File: src/rtl/rgmii_tx_pkg.sv
// Package: shared types and constants for the RGMII transmit formatter.
// Assumes an 8-bit MAC transmit bus split into two 4-bit nibbles.
package rgmii_tx_pkg;
    localparam int GMII_W = 8;
    localparam int NIB_W  = GMII_W / 2;

    typedef enum logic [1:0] {
        SPD_10   = 2'b00,
        SPD_100  = 2'b01,
        SPD_1000 = 2'b10,
        SPD_RSVD = 2'b11
    } speed_e;

    typedef struct packed {
        logic [NIB_W-1:0] rise;
        logic [NIB_W-1:0] fall;
    } nib_pair_t;
endpackage

File: src/rtl/rgmii_tx_holdoff.sv
// Module: counts transmit clocks with the link held high and raises
// 'expired' once HOLDOFF_CYCLES such clocks have elapsed.
// Assumes link_up is already synchronous to clk. A low link clears the count.
module rgmii_tx_holdoff #(
    parameter int HOLDOFF_CYCLES = 4096
) (
    input  logic clk,
    input  logic rst_n,
    input  logic link_up,
    output logic expired
);
    localparam int CNT_W = (HOLDOFF_CYCLES > 1) ? $clog2(HOLDOFF_CYCLES) : 1;

    generate
        if (HOLDOFF_CYCLES == 0) begin : g_no_wait
            // Purpose: with no wait, follow the link one clock late.
            always_ff @(posedge clk) begin
                if (!rst_n) expired <= 1'b0;
                else        expired <= link_up;
            end
        end else begin : g_wait
            logic [CNT_W-1:0] cnt;

            // Purpose: advance the holdoff count while the link stays up.
            always_ff @(posedge clk) begin
                if (!rst_n || !link_up) begin
                    cnt     <= '0;
                    expired <= 1'b0;
                end else if (!expired) begin
                    if (cnt == CNT_W'(HOLDOFF_CYCLES - 1)) expired <= 1'b1;
                    else                                   cnt     <= cnt + 1'b1;
                end
            end

            AST_LINK_LOW_CLEARS: assert property (@(posedge clk) disable iff (!rst_n)
                !link_up |=> !expired);
            AST_CNT_BOUND: assert property (@(posedge clk) disable iff (!rst_n)
                cnt <= CNT_W'(HOLDOFF_CYCLES - 1));
            AST_EXPIRE_AT_END: assert property (@(posedge clk) disable iff (!rst_n)
                $rose(expired) |-> $past(cnt) == CNT_W'(HOLDOFF_CYCLES - 1));
        end
    endgenerate
endmodule

File: src/rtl/rgmii_tx_gate.sv
// Module: decides on each clock whether the current transmit cycle passes.
// A frame is admitted on an enable rising edge after the holdoff has expired.
// An admitted frame is held open until its enable drops.
module rgmii_tx_gate (
    input  logic clk,
    input  logic rst_n,
    input  logic tx_en,
    input  logic expired,
    output logic pass
);
    logic en_q;
    logic in_frame;
    logic admit;

    // Purpose: detect a clean frame start once the holdoff window is over.
    always_comb admit = expired && tx_en && !en_q;

    // Purpose: a cycle passes if its frame is open or is opening now.
    always_comb pass = tx_en && (in_frame || admit);

    // Purpose: track the previous enable and whether an admitted frame is open.
    always_ff @(posedge clk) begin
        if (!rst_n) begin
            en_q     <= 1'b0;
            in_frame <= 1'b0;
        end else begin
            en_q <= tx_en;
            if (!tx_en)     in_frame <= 1'b0;
            else if (admit) in_frame <= 1'b1;
        end
    end

    AST_OPEN_NEEDS_EXPIRY: assert property (@(posedge clk) disable iff (!rst_n)
        $rose(in_frame) |-> $past(expired) && !$past(en_q));
    AST_FRAME_CLOSES: assert property (@(posedge clk) disable iff (!rst_n)
        !tx_en |=> !in_frame);
endmodule

File: src/rtl/rgmii_tx_nibble.sv
// Module: maps a transmit byte onto the rising and falling half nibbles.
// Gigabit splits the byte. Every other speed code repeats the low nibble.
module rgmii_tx_nibble
    import rgmii_tx_pkg::*;
(
    input  logic [GMII_W-1:0] data,
    input  logic [1:0]        speed,
    output nib_pair_t         pair
);
    // Purpose: choose the nibble order from the speed code.
    always_comb begin
        pair.rise = data[NIB_W-1:0];
        if (speed == SPD_1000) pair.fall = data[GMII_W-1:NIB_W];
        else                   pair.fall = data[NIB_W-1:0];
    end
endmodule

File: src/rtl/rgmii_tx_fmt.sv
// Module: top of the RGMII transmit formatter. It holds off frames after
// link-up, admits clean frame starts and registers the DDR half-cycle values.
// Assumes all inputs are synchronous to clk and transmit error is always zero.
module rgmii_tx_fmt
    import rgmii_tx_pkg::*;
#(
    parameter int HOLDOFF_CYCLES = 4096
) (
    input  logic              clk,
    input  logic              rst_n,
    input  logic [GMII_W-1:0] tx_data,
    input  logic              tx_en,
    input  logic              link_up,
    input  logic [1:0]        speed_sel,
    output logic [NIB_W-1:0]  txd_rise,
    output logic [NIB_W-1:0]  txd_fall,
    output logic              txctl_rise,
    output logic              txctl_fall
);
    localparam logic TX_ERR = 1'b0;

    logic      expired;
    logic      pass;
    nib_pair_t pair;

    rgmii_tx_holdoff #(.HOLDOFF_CYCLES(HOLDOFF_CYCLES)) holdoff_i (
        .clk(clk), .rst_n(rst_n), .link_up(link_up), .expired(expired)
    );

    rgmii_tx_gate gate_i (
        .clk(clk), .rst_n(rst_n), .tx_en(tx_en), .expired(expired), .pass(pass)
    );

    rgmii_tx_nibble nibble_i (
        .data(tx_data), .speed(speed_sel), .pair(pair)
    );

    // Purpose: register the half-cycle values, zeroing every cycle that is not passed.
    always_ff @(posedge clk) begin
        if (!rst_n) begin
            txd_rise   <= '0;
            txd_fall   <= '0;
            txctl_rise <= 1'b0;
            txctl_fall <= 1'b0;
        end else begin
            txctl_rise <= pass;
            txctl_fall <= pass ^ TX_ERR;
            txd_rise   <= pass ? pair.rise : '0;
            txd_fall   <= pass ? pair.fall : '0;
        end
    end

    AST_IDLE_ZERO: assert property (@(posedge clk) disable iff (!rst_n)
        !txctl_rise |-> (txd_rise == '0) && (txd_fall == '0));
    AST_CTL_HALVES: assert property (@(posedge clk) disable iff (!rst_n)
        txctl_rise == txctl_fall);
    AST_LOW_SPEED_REPEAT: assert property (@(posedge clk) disable iff (!rst_n)
        txctl_rise && ($past(speed_sel) != SPD_1000) |-> txd_rise == txd_fall);
    AST_GIG_ORDER: assert property (@(posedge clk) disable iff (!rst_n)
        txctl_rise && ($past(speed_sel) == SPD_1000) |-> {txd_fall, txd_rise} == $past(tx_data));
    AST_CTL_FOLLOWS_EN: assert property (@(posedge clk) disable iff (!rst_n)
        txctl_rise |-> $past(tx_en));
endmodule

File: config.mk
export PLATFORM = sky130hd
export DESIGN_NAME = rgmii_tx_fmt
export DESIGN_NICKNAME = d
export VERILOG_FILES = /design/src/rtl/rgmii_tx_pkg.sv /design/src/rtl/rgmii_tx_holdoff.sv /design/src/rtl/rgmii_tx_gate.sv /design/src/rtl/rgmii_tx_nibble.sv /design/src/rtl/rgmii_tx_fmt.sv
export SDC_FILE = /design/constraint.sdc
export NUM_CORES = 1
export LEC_CHECK = 0
export ABC_AREA = 1
export BUFFER_PORTS_ARGS = -buffer_cell sky130_fd_sc_hd__buf_2
export CELL_PAD_IN_SITES_DETAIL_PLACEMENT = 0
export CELL_PAD_IN_SITES_GLOBAL_PLACEMENT = 1
export CORE_ASPECT_RATIO = 2
export CORE_UTILIZATION = 33
export DETAILED_ROUTE_END_ITERATION = 7
export PLACE_DENSITY_LB_ADDON = 0.1
export SETUP_SLACK_MARGIN = 0.15
export SYNTH_ARGS = -nofsm -noshare
export SYNTH_HDL_FRONTEND = slang
export SYNTH_SLANG_ARGS = --single-unit
File: constraint.sdc
create_clock -name clk -period 1.3 [get_ports clk]
set_input_delay 0.065 -clock clk [delete_from_list [all_inputs] [get_ports clk]]
set_output_delay 0.065 -clock clk [all_outputs]
set_load 0.01 [all_outputs]
Word-level counts from Yosys, hierarchy flattened
Index checks and enable logic that the tools add are counted. Widths: inputs -> output; s select.

Flip-flop bits (word level): 24. Bits of input ports: 14. Logic and storage cells: 26.

$add $sub $neg: 1. Eq/ne operators: 2. Multiplexer cells: 3. Bitwise gates (word level): 2. Reduce and logical (&&, ||, !) cells: 11.

Operator list (number): $add 12x1->12 const B (1); $eq 12x12->1 const B (1); $reduce_and 2->1 (3); $mux 4 (1); $logic_and 1x1->1 (3); $logic_not 1->1 (3); $eq 2x2->1 const B (1); $logic_or 1x1->1 (2); $mux 1 (2); $not 1->1 (2).

Depth between registers and ports, before layout
Gate-level depths: netlist of run 1.

Depth after elaboration: 5. Gate-level depth with buffers: 8. Mapped depth without buffers: 8.

Cells and area by module
A second synthesis of run 1 with hierarchy kept.

Cell total of the unflattened synthesis: 167. Area, all modules: 1133.6 µm².

Modules (own cells, without submodules): rgmii_tx_holdoff (instances 1, cells an instance 111, area each 711.9 µm², sequential area each 260.2 µm²); rgmii_tx_fmt (instances 1, cells an instance 28, area each 257.7 µm², sequential area each 180.2 µm²); rgmii_tx_nibble (instances 1, cells an instance 18, area each 90.1 µm², sequential area each 0.0 µm²); rgmii_tx_gate (instances 1, cells an instance 10, area each 73.8 µm², sequential area each 40.0 µm²).

Worst setup path before layout of run 1
Ideal clock, no wire load.

Kind: register to register. Start point: reg holdoff_i.g_wait.cnt[0]. End point: reg holdoff_i.g_wait.cnt[5]. Library setup time: 118 ps. Arrival time: 1115 ps. Required time: 1182 ps. Path slack: 67 ps. Stages on the path, launching flop included: 8. Buffers on the path: 1. Clock period less this slack: 1233 ps. Cells stage by stage: dfxtp_1 > ha_1 > nand2_1 > nor2_1 > nand3_2 > buf_6 > nor3b_1 > nor2_2.

Longest elaborated chain between the ends: 3.

Ends and longest elaborated chain: start: declaration (line rgmii_tx_holdoff.sv:22) `logic [CNT_W-1:0] cnt;`; start signal: assignment (line rgmii_tx_holdoff.sv:31) `else cnt <= cnt + 1'b1;`; branches (longest 3 deep; another with $add 12x1->12).

Parallel ways; which one is timed is not known. A chain may end at the register's enable or synchronous reset.

Worst setup path after layout of run 1
Start point: reg holdoff_i.g_wait.cnt[0]. End point: reg holdoff_i.g_wait.cnt[10].

Same word-level chain as after synthesis.

==> impl_results.md, run 1 <==
* Outcome: completed
* Vias in the first global route at 1171
* Seq/Total Area, Yosys at 44.5%
* Post-DP HPWL at 2.05 mm
* Netlist cell types at 21
* Port buffer count at 23
* First-pass GRT wire length at 5.00 mm
* Leak pwr at 0.723 nW
* DR DRC count at 0
* Initial antenna violation count at 0
* Syn_nets at 170
* Vias at 1094
* Row cnt at 29
* Starting Density at 34.2%
* Xor/xnor cell area share of the yosys netlist at 0%
* Hold/Removal Path Class: input pin to flop
* Max cap viols at 0
* Largest family of logic cells by synthesized area: simple AND/OR/NAND/NOR gates
* Mapped Cells at 155
* Via-to-Cell Ratio at 4.78
* RSZ-0062 raised after global routing: yes
* Fin. max-slew vios at 0
* Core Footprint at 3160 µm²
* Post-Synth Simple-Gate Area at 36.1%
* Total wire length at 2.74 mm
* Post-DR wirelength/cell at 11.9 µm
* Worst hold slack at 0.0152 ns
* Slew margin rel. at 80.7%
* DIE AREA at 3510 µm²
* Post-route minimum period at 1.23 ns
* Worst Tran Pin Value at 0.288 ns
* CTS sink cnt at 24
* Overall Power at 1.47 mW
* Layout area overhead at 48.3%
* Die height at 82.9 µm
* Die width at 42.4 µm
* Post-route ant nets at 0
* Worst IR drop on VDD at 902 µV
* CTS tree: yes
* # setup viols final at 0
* Critical Path RT at 1.51 ns
* Layout cells sized above 1 at 41.4%
* Yosys reg bits at 24
* Startpoint Class: flop
* Crit Path Class: flop to flop
* Worst-path clk slew at 0.09 ns
* CTS buffer count at 3
* Ys Warns at 0
* Final setup margin at 0.0691 ns
* Crit path capture type: flop
* DR iter-0 viols at 8
* DRT Pass-1 Iters at 4
* CP max FO at 5
* Util after Layout at 50.7%
* Mux cell area share after synthesis at 0%
* Pwr/cell area at 917 nW/µm²
* ANT cells at 0
* Gp weighted congestion at 0.775
* Max Clock Skew at 0.00565 ns
* Clock root cell: clkbuf_8
* Final hold viol count at 0
* Post-synthesis compound-gate area fraction at 7.77%
* Syn_area_per_cell at 6.96 µm²
* Total track usage at 18.2%
* Crit path arrival time at 1.44 ns
* GRT overflow at 0
* Crit share post-route at 94.7%
* Dpl ws at -0.0387 ns
* F_max at 812 MHz
* H-tree level count at 1
* Synth Area in Adders at 1.16%
* IO Pins at 24
* Clock latency on the worst-skew pair at 0.27 ns
* Largest net degree at the start of global routing at 15
* Clk buf depth at 2
* Synthesized cell area at 1080 µm²
* Final nets at 214
-- path summary, 6_finish.rpt --
path | startpoint | endpoint | slack (ns) | depth (start not counted)
min | tx_data[3] | txd_rise[3]$_SDFF_PN0_ | 0.02 | 3
max | holdoff_i.g_wait.cnt[0]$_SDFFE_PP0P_ | holdoff_i.g_wait.cnt[10]$_SDFFE_PP0P_ | 0.07 | 7
max reg2reg | holdoff_i.g_wait.cnt[0]$_SDFFE_PP0P_ | holdoff_i.g_wait.cnt[10]$_SDFFE_PP0P_ | 0.07 | 7
min reg2reg | holdoff_i.g_wait.cnt[2]$_SDFFE_PP0P_ | holdoff_i.g_wait.cnt[2]$_SDFFE_PP0P_ | 0.55 | 2
-- layout by cell type (no fill, tap or decap), types with 3 or more instances in the layout --
master | synthesis | routed
nand2_1 | 35 | 29
buf_2 | 0 | 23
nand3_2 | 1 | 4
inv_1 | 22 | 21
dfxtp_2 | 0 | 5
nor2_2 | 5 | 3
a21oi_1 | 13 | 9
nand3_4 | 0 | 3
nand3_1 | 16 | 11
clkbuf_8 | 0 | 3
nand2_2 | 2 | 7
nor2_4 | 1 | 7
buf_4 | 1 | 13
dfxtp_1 | 24 | 18
a21oi_2 | 0 | 4
nor2_1 | 23 | 19
-- state kept, by name, indices dropped and copies added (netlist names) --
register              cells
gate_i.en_q               1
txd_fall                  4
txd_rise                  4
holdoff_i.g_wait.cnt     12
txctl_fall                1
gate_i.in_frame           1
holdoff_i.expired         1
-- cell type report --
class,instances,area [µm²]
Inverter,25,93.8
Clock buffer,3,41.3
Fill cell,316,1560
Multi-Input combinational cell,105,649
Clock inverter,1,30.0
Timing Repair Buffer,40,255
Tap cell,31,38.8
Sequential cell,24,490
-- critical path: stages, from the launching register on --
cell	delay, ns
dfxtp_2	0.36
ha_4	0.18
nand3_2	0.12
nor2_4	0.19
nand3_1	0.10
nand2_1	0.07
clkinv_1	0.07
nor2_2	0.10
-- stage by stage --
step,cells,setup TNS (ns),cell area (µm²)
2_1_floorplan,155,0,1110
3_3_place_gp,219,-0.0264,1340
3_5_place_dp,219,-0.130,1340
4_1_cts,226,0,1530
5_1_grt,229,-0.260,1600
6_report,229,0,1600
-- Yosys cell counts --
cell / instances / area, µm²
a21oi_1: 13 / 65.1
buf_4: 1 / 7.51
buf_6: 1 / 11.3
clkinv_1: 2 / 7.51
dfxtp_1: 24 / 480
ha_1: 1 / 12.5
inv_1: 22 / 82.6
inv_2: 1 / 3.75
nand2_1: 35 / 131
nand2_2: 2 / 12.5
nand3_1: 16 / 80.1
nand3_2: 1 / 10.0
nand3b_1: 1 / 7.51
nand4_1: 1 / 6.26
nor2_1: 23 / 86.3
nor2_2: 5 / 31.3
nor2_4: 1 / 11.3
nor3_1: 1 / 5.00
nor3b_1: 1 / 7.51
o21ai_0: 2 / 10.0
o21ai_2: 1 / 8.76
-- timing repair --
item                       in CTS  in global routing
hold buffers                    0                  2
hold endpoints to repair        0                  2
setup buffers                   2                  1
gates resized for setup        25                 11
cloned                          1                  0
pin swaps                      14                  3
setup endpoints to repair      13                 23
-- layer usage --
layer  part of all wire, %  routed length [µm]  GRT usage, %  vias to the layer above
li1                      -                   -             -                      573
met1                    35                 949          17.2                      493
met2                    61                1660          35.1                       21
met3                   1.7                  47          2.17                        7
met4                   2.9                  78          9.94                        0
met5                     0                   0             0                        -
-- power breakdown --
group / internal [mW] / switching, mW
clock: 0.412 / 0.241
sequential: 0.738 / 0.00364
combinational: 0.0356 / 0.0371
total: 1.18 / 0.282
-- cells by family (layout without fill, tap and decap cells) --
group | count (synthesis) | after routing
simple gates | 87 | 88
buf+inv | 27 | 69
flops | 24 | 24
compound gates | 16 | 16
fa+ha+maj | 1 | 1
No activity file was read; power rests on OpenSTA's default activity.
==> run 2: changes to the inputs <==
Settings changed: RECOVER_POWER from default to 50.
==> impl_results.md, run 2 (synthesized netlist as in run 1, its figures left out) <==
* Pwr/cell area at 929 nW/µm²
* H-tree level count at 1
* Post-DP HPWL at 2.05 mm
* Via-to-Cell Ratio at 4.78
* Final hold viol count at 0
* FF+latch area at 490 µm²
* Port buffer count at 23
* Vias in the first global route at 1171
* Largest regs: holdoff_i.g_wait.cnt: 12 flops, txd_fall: 4 flops, txd_rise: 4 flops
* Gp weighted congestion at 0.775
* Outcome: completed
* Die height at 82.9 µm
* Hold/Removal Path Class: input pin to flop
* Multi-input combinational cell area at 642 µm²
* Biggest register: holdoff_i.g_wait.cnt
* Final nets at 214
* Slew margin rel. at 72.5%
* Crit Path Class: flop to flop
* Clk buf depth at 2
* M1 wire length at 947 µm
* RSZ-0062 raised after global routing: yes
* ANT cells at 0
* CP max FO at 5
* Commonest non-fill, non-tap cell in the layout: nand2_1
* CTS sink cnt at 24
* Clock latency on the worst-skew pair at 0.27 ns
* Delay-heaviest family, CP: simple AND/OR/NAND/NOR gates
* Initial antenna violation count at 0
* # fillers at 322
* Layout cells sized above 1 at 36.4%
* CP Buf/Inv Count at 1
* Die width at 42.4 µm
* Max Clock Skew at 0.00591 ns
* Starting Density at 34.2%
* GRT overflow at 0
* Worst IR drop on VDD at 902 µV
* Largest net degree at the start of global routing at 15
* First-pass GRT wire length at 5.00 mm
* Number of flip-flops in the largest register at 12
* F_max at 812 MHz
* Overall Power at 1.47 mW
* Total track usage at 18.2%
* Post-route minimum period at 1.23 ns
* Crit-path slowest cell: dfxtp_2
* CP cell instances: ha_4 -> nand3_2 -> nor2_4 -> nand3_1 -> nand2_1 -> clkinv_1 -> nor2_2
* Util after Layout at 50.0%
* Max cap viols at 0
* Startpoint Class: flop
* Crit path arrival time at 1.44 ns
* Row cnt at 29
* Leak pwr at 0.678 nW
* Worst Tran Pin Value at 0.413 ns
* Total wire length at 2.73 mm
* Critical Path RT at 1.51 ns
* WL met3 at 46 µm
* Fin. max-slew vios at 0
* DIE AREA at 3510 µm²
* Most frequent cells in the layout: 29 x nand2_1, 21 x inv_1, 19 x nor2_1
* Worst-path clk slew at 0.09 ns
* Crit path capture type: flop
* # setup viols final at 0
* Post-DR wirelength/cell at 11.9 µm
* DR iter-0 viols at 8
* Crit share post-route at 94.7%
* Layout area overhead at 46.4%
* Clock root cell: clkbuf_8
* DR DRC count at 0
* Vias at 1094
* CTS buffer count at 3
* Highest routed layer: met4
* Core Footprint at 3160 µm²
* DRT Pass-1 Iters at 4
* Post-route ant nets at 0
* Critical Path Max Stage Delay at 0.36 ns
* Met2 WL post-DR at 1.66 mm
* CTS tree: yes
* IO Pins at 24
run 2: cell types whose count changed in the layout (fill, tap and decap cells not counted), sizes merged:
cell / before / now
buf: 38 / 28
clkbuf: 3 / 13
run 2: area by class of cell:
type                    instances  share of cell area, %
inverters                      25                   5.94
multi-input cells             105                   40.6
repair buffers                 40                   15.4
flip-flops and latches         24                   31.1
clock inverters                 1                   1.90
well taps                      31                   2.46
clock buffers                   3                   2.61
run 2: worst paths after layout:
check	slack [ns]	end	start	depth (start not counted)
worst max-delay path	0.07	holdoff_i.g_wait.cnt[10]$_SDFFE_PP0P_	holdoff_i.g_wait.cnt[0]$_SDFFE_PP0P_	7
worst min-delay path	0.01	txd_rise[3]$_SDFF_PN0_	tx_data[3]	3
worst max register to register	0.07	holdoff_i.g_wait.cnt[10]$_SDFFE_PP0P_	holdoff_i.g_wait.cnt[0]$_SDFFE_PP0P_	7
worst min register to register	0.55	holdoff_i.g_wait.cnt[2]$_SDFFE_PP0P_	holdoff_i.g_wait.cnt[2]$_SDFFE_PP0P_	2
run 2: timing repair:
action	CTS	global route
buffers inserted	2	1
pin swaps	14	3
endpoints found under the setup margin	13	23
gates resized for setup	25	11
endpoints found under the hold margin	0	2
hold buffers	0	2
gates cloned	1	0
run 2: worst register-to-register path, stage by stage, from the launching register on:
cell	delay, ns
dfxtp_2	0.36
ha_4	0.18
nand3_2	0.12
nor2_4	0.20
nand3_1	0.10
nand2_1	0.07
clkinv_1	0.07
nor2_2	0.10
run 2: layer usage:
| layer | track usage (%) | vias to the layer above |
|---|---|---|
| met2 | 35.1 | 21 |
| met5 | 0 | - |
| met4 | 9.94 | 0 |
| met3 | 2.17 | 7 |
| met1 | 17.2 | 493 |
| li1 | - | 573 |
run 2: stage by stage:
| stage | instances | setup slack [ns] | cell area (µm²) | hold WS (ns) | setup TNS, ns |
|---|---|---|---|---|---|
| after floorplan | 155 | 0.147 | 1110 | 0.177 | 0 |
| after global placement | 219 | -0.0102 | 1340 | 0.296 | -0.0264 |
| after detailed placement | 219 | -0.0387 | 1340 | 0.301 | -0.130 |
| after CTS | 226 | 0.0834 | 1530 | 0.00187 | 0 |
| after global routing | 229 | -0.0530 | 1580 | 0.00728 | -0.260 |
| final | 229 | 0.0689 | 1580 | 0.0147 | 0 |
run 2: report_power, final:
| part | switching [mW] | total (mW) | internal, mW | leakage, nW |
|---|---|---|---|---|
| combinational | 0.0367 | 0.0722 | 0.0355 | 0.445 |
| sequential | 0.00364 | 0.741 | 0.738 | 0.197 |
| clock | 0.242 | 0.653 | 0.412 | 0.0357 |
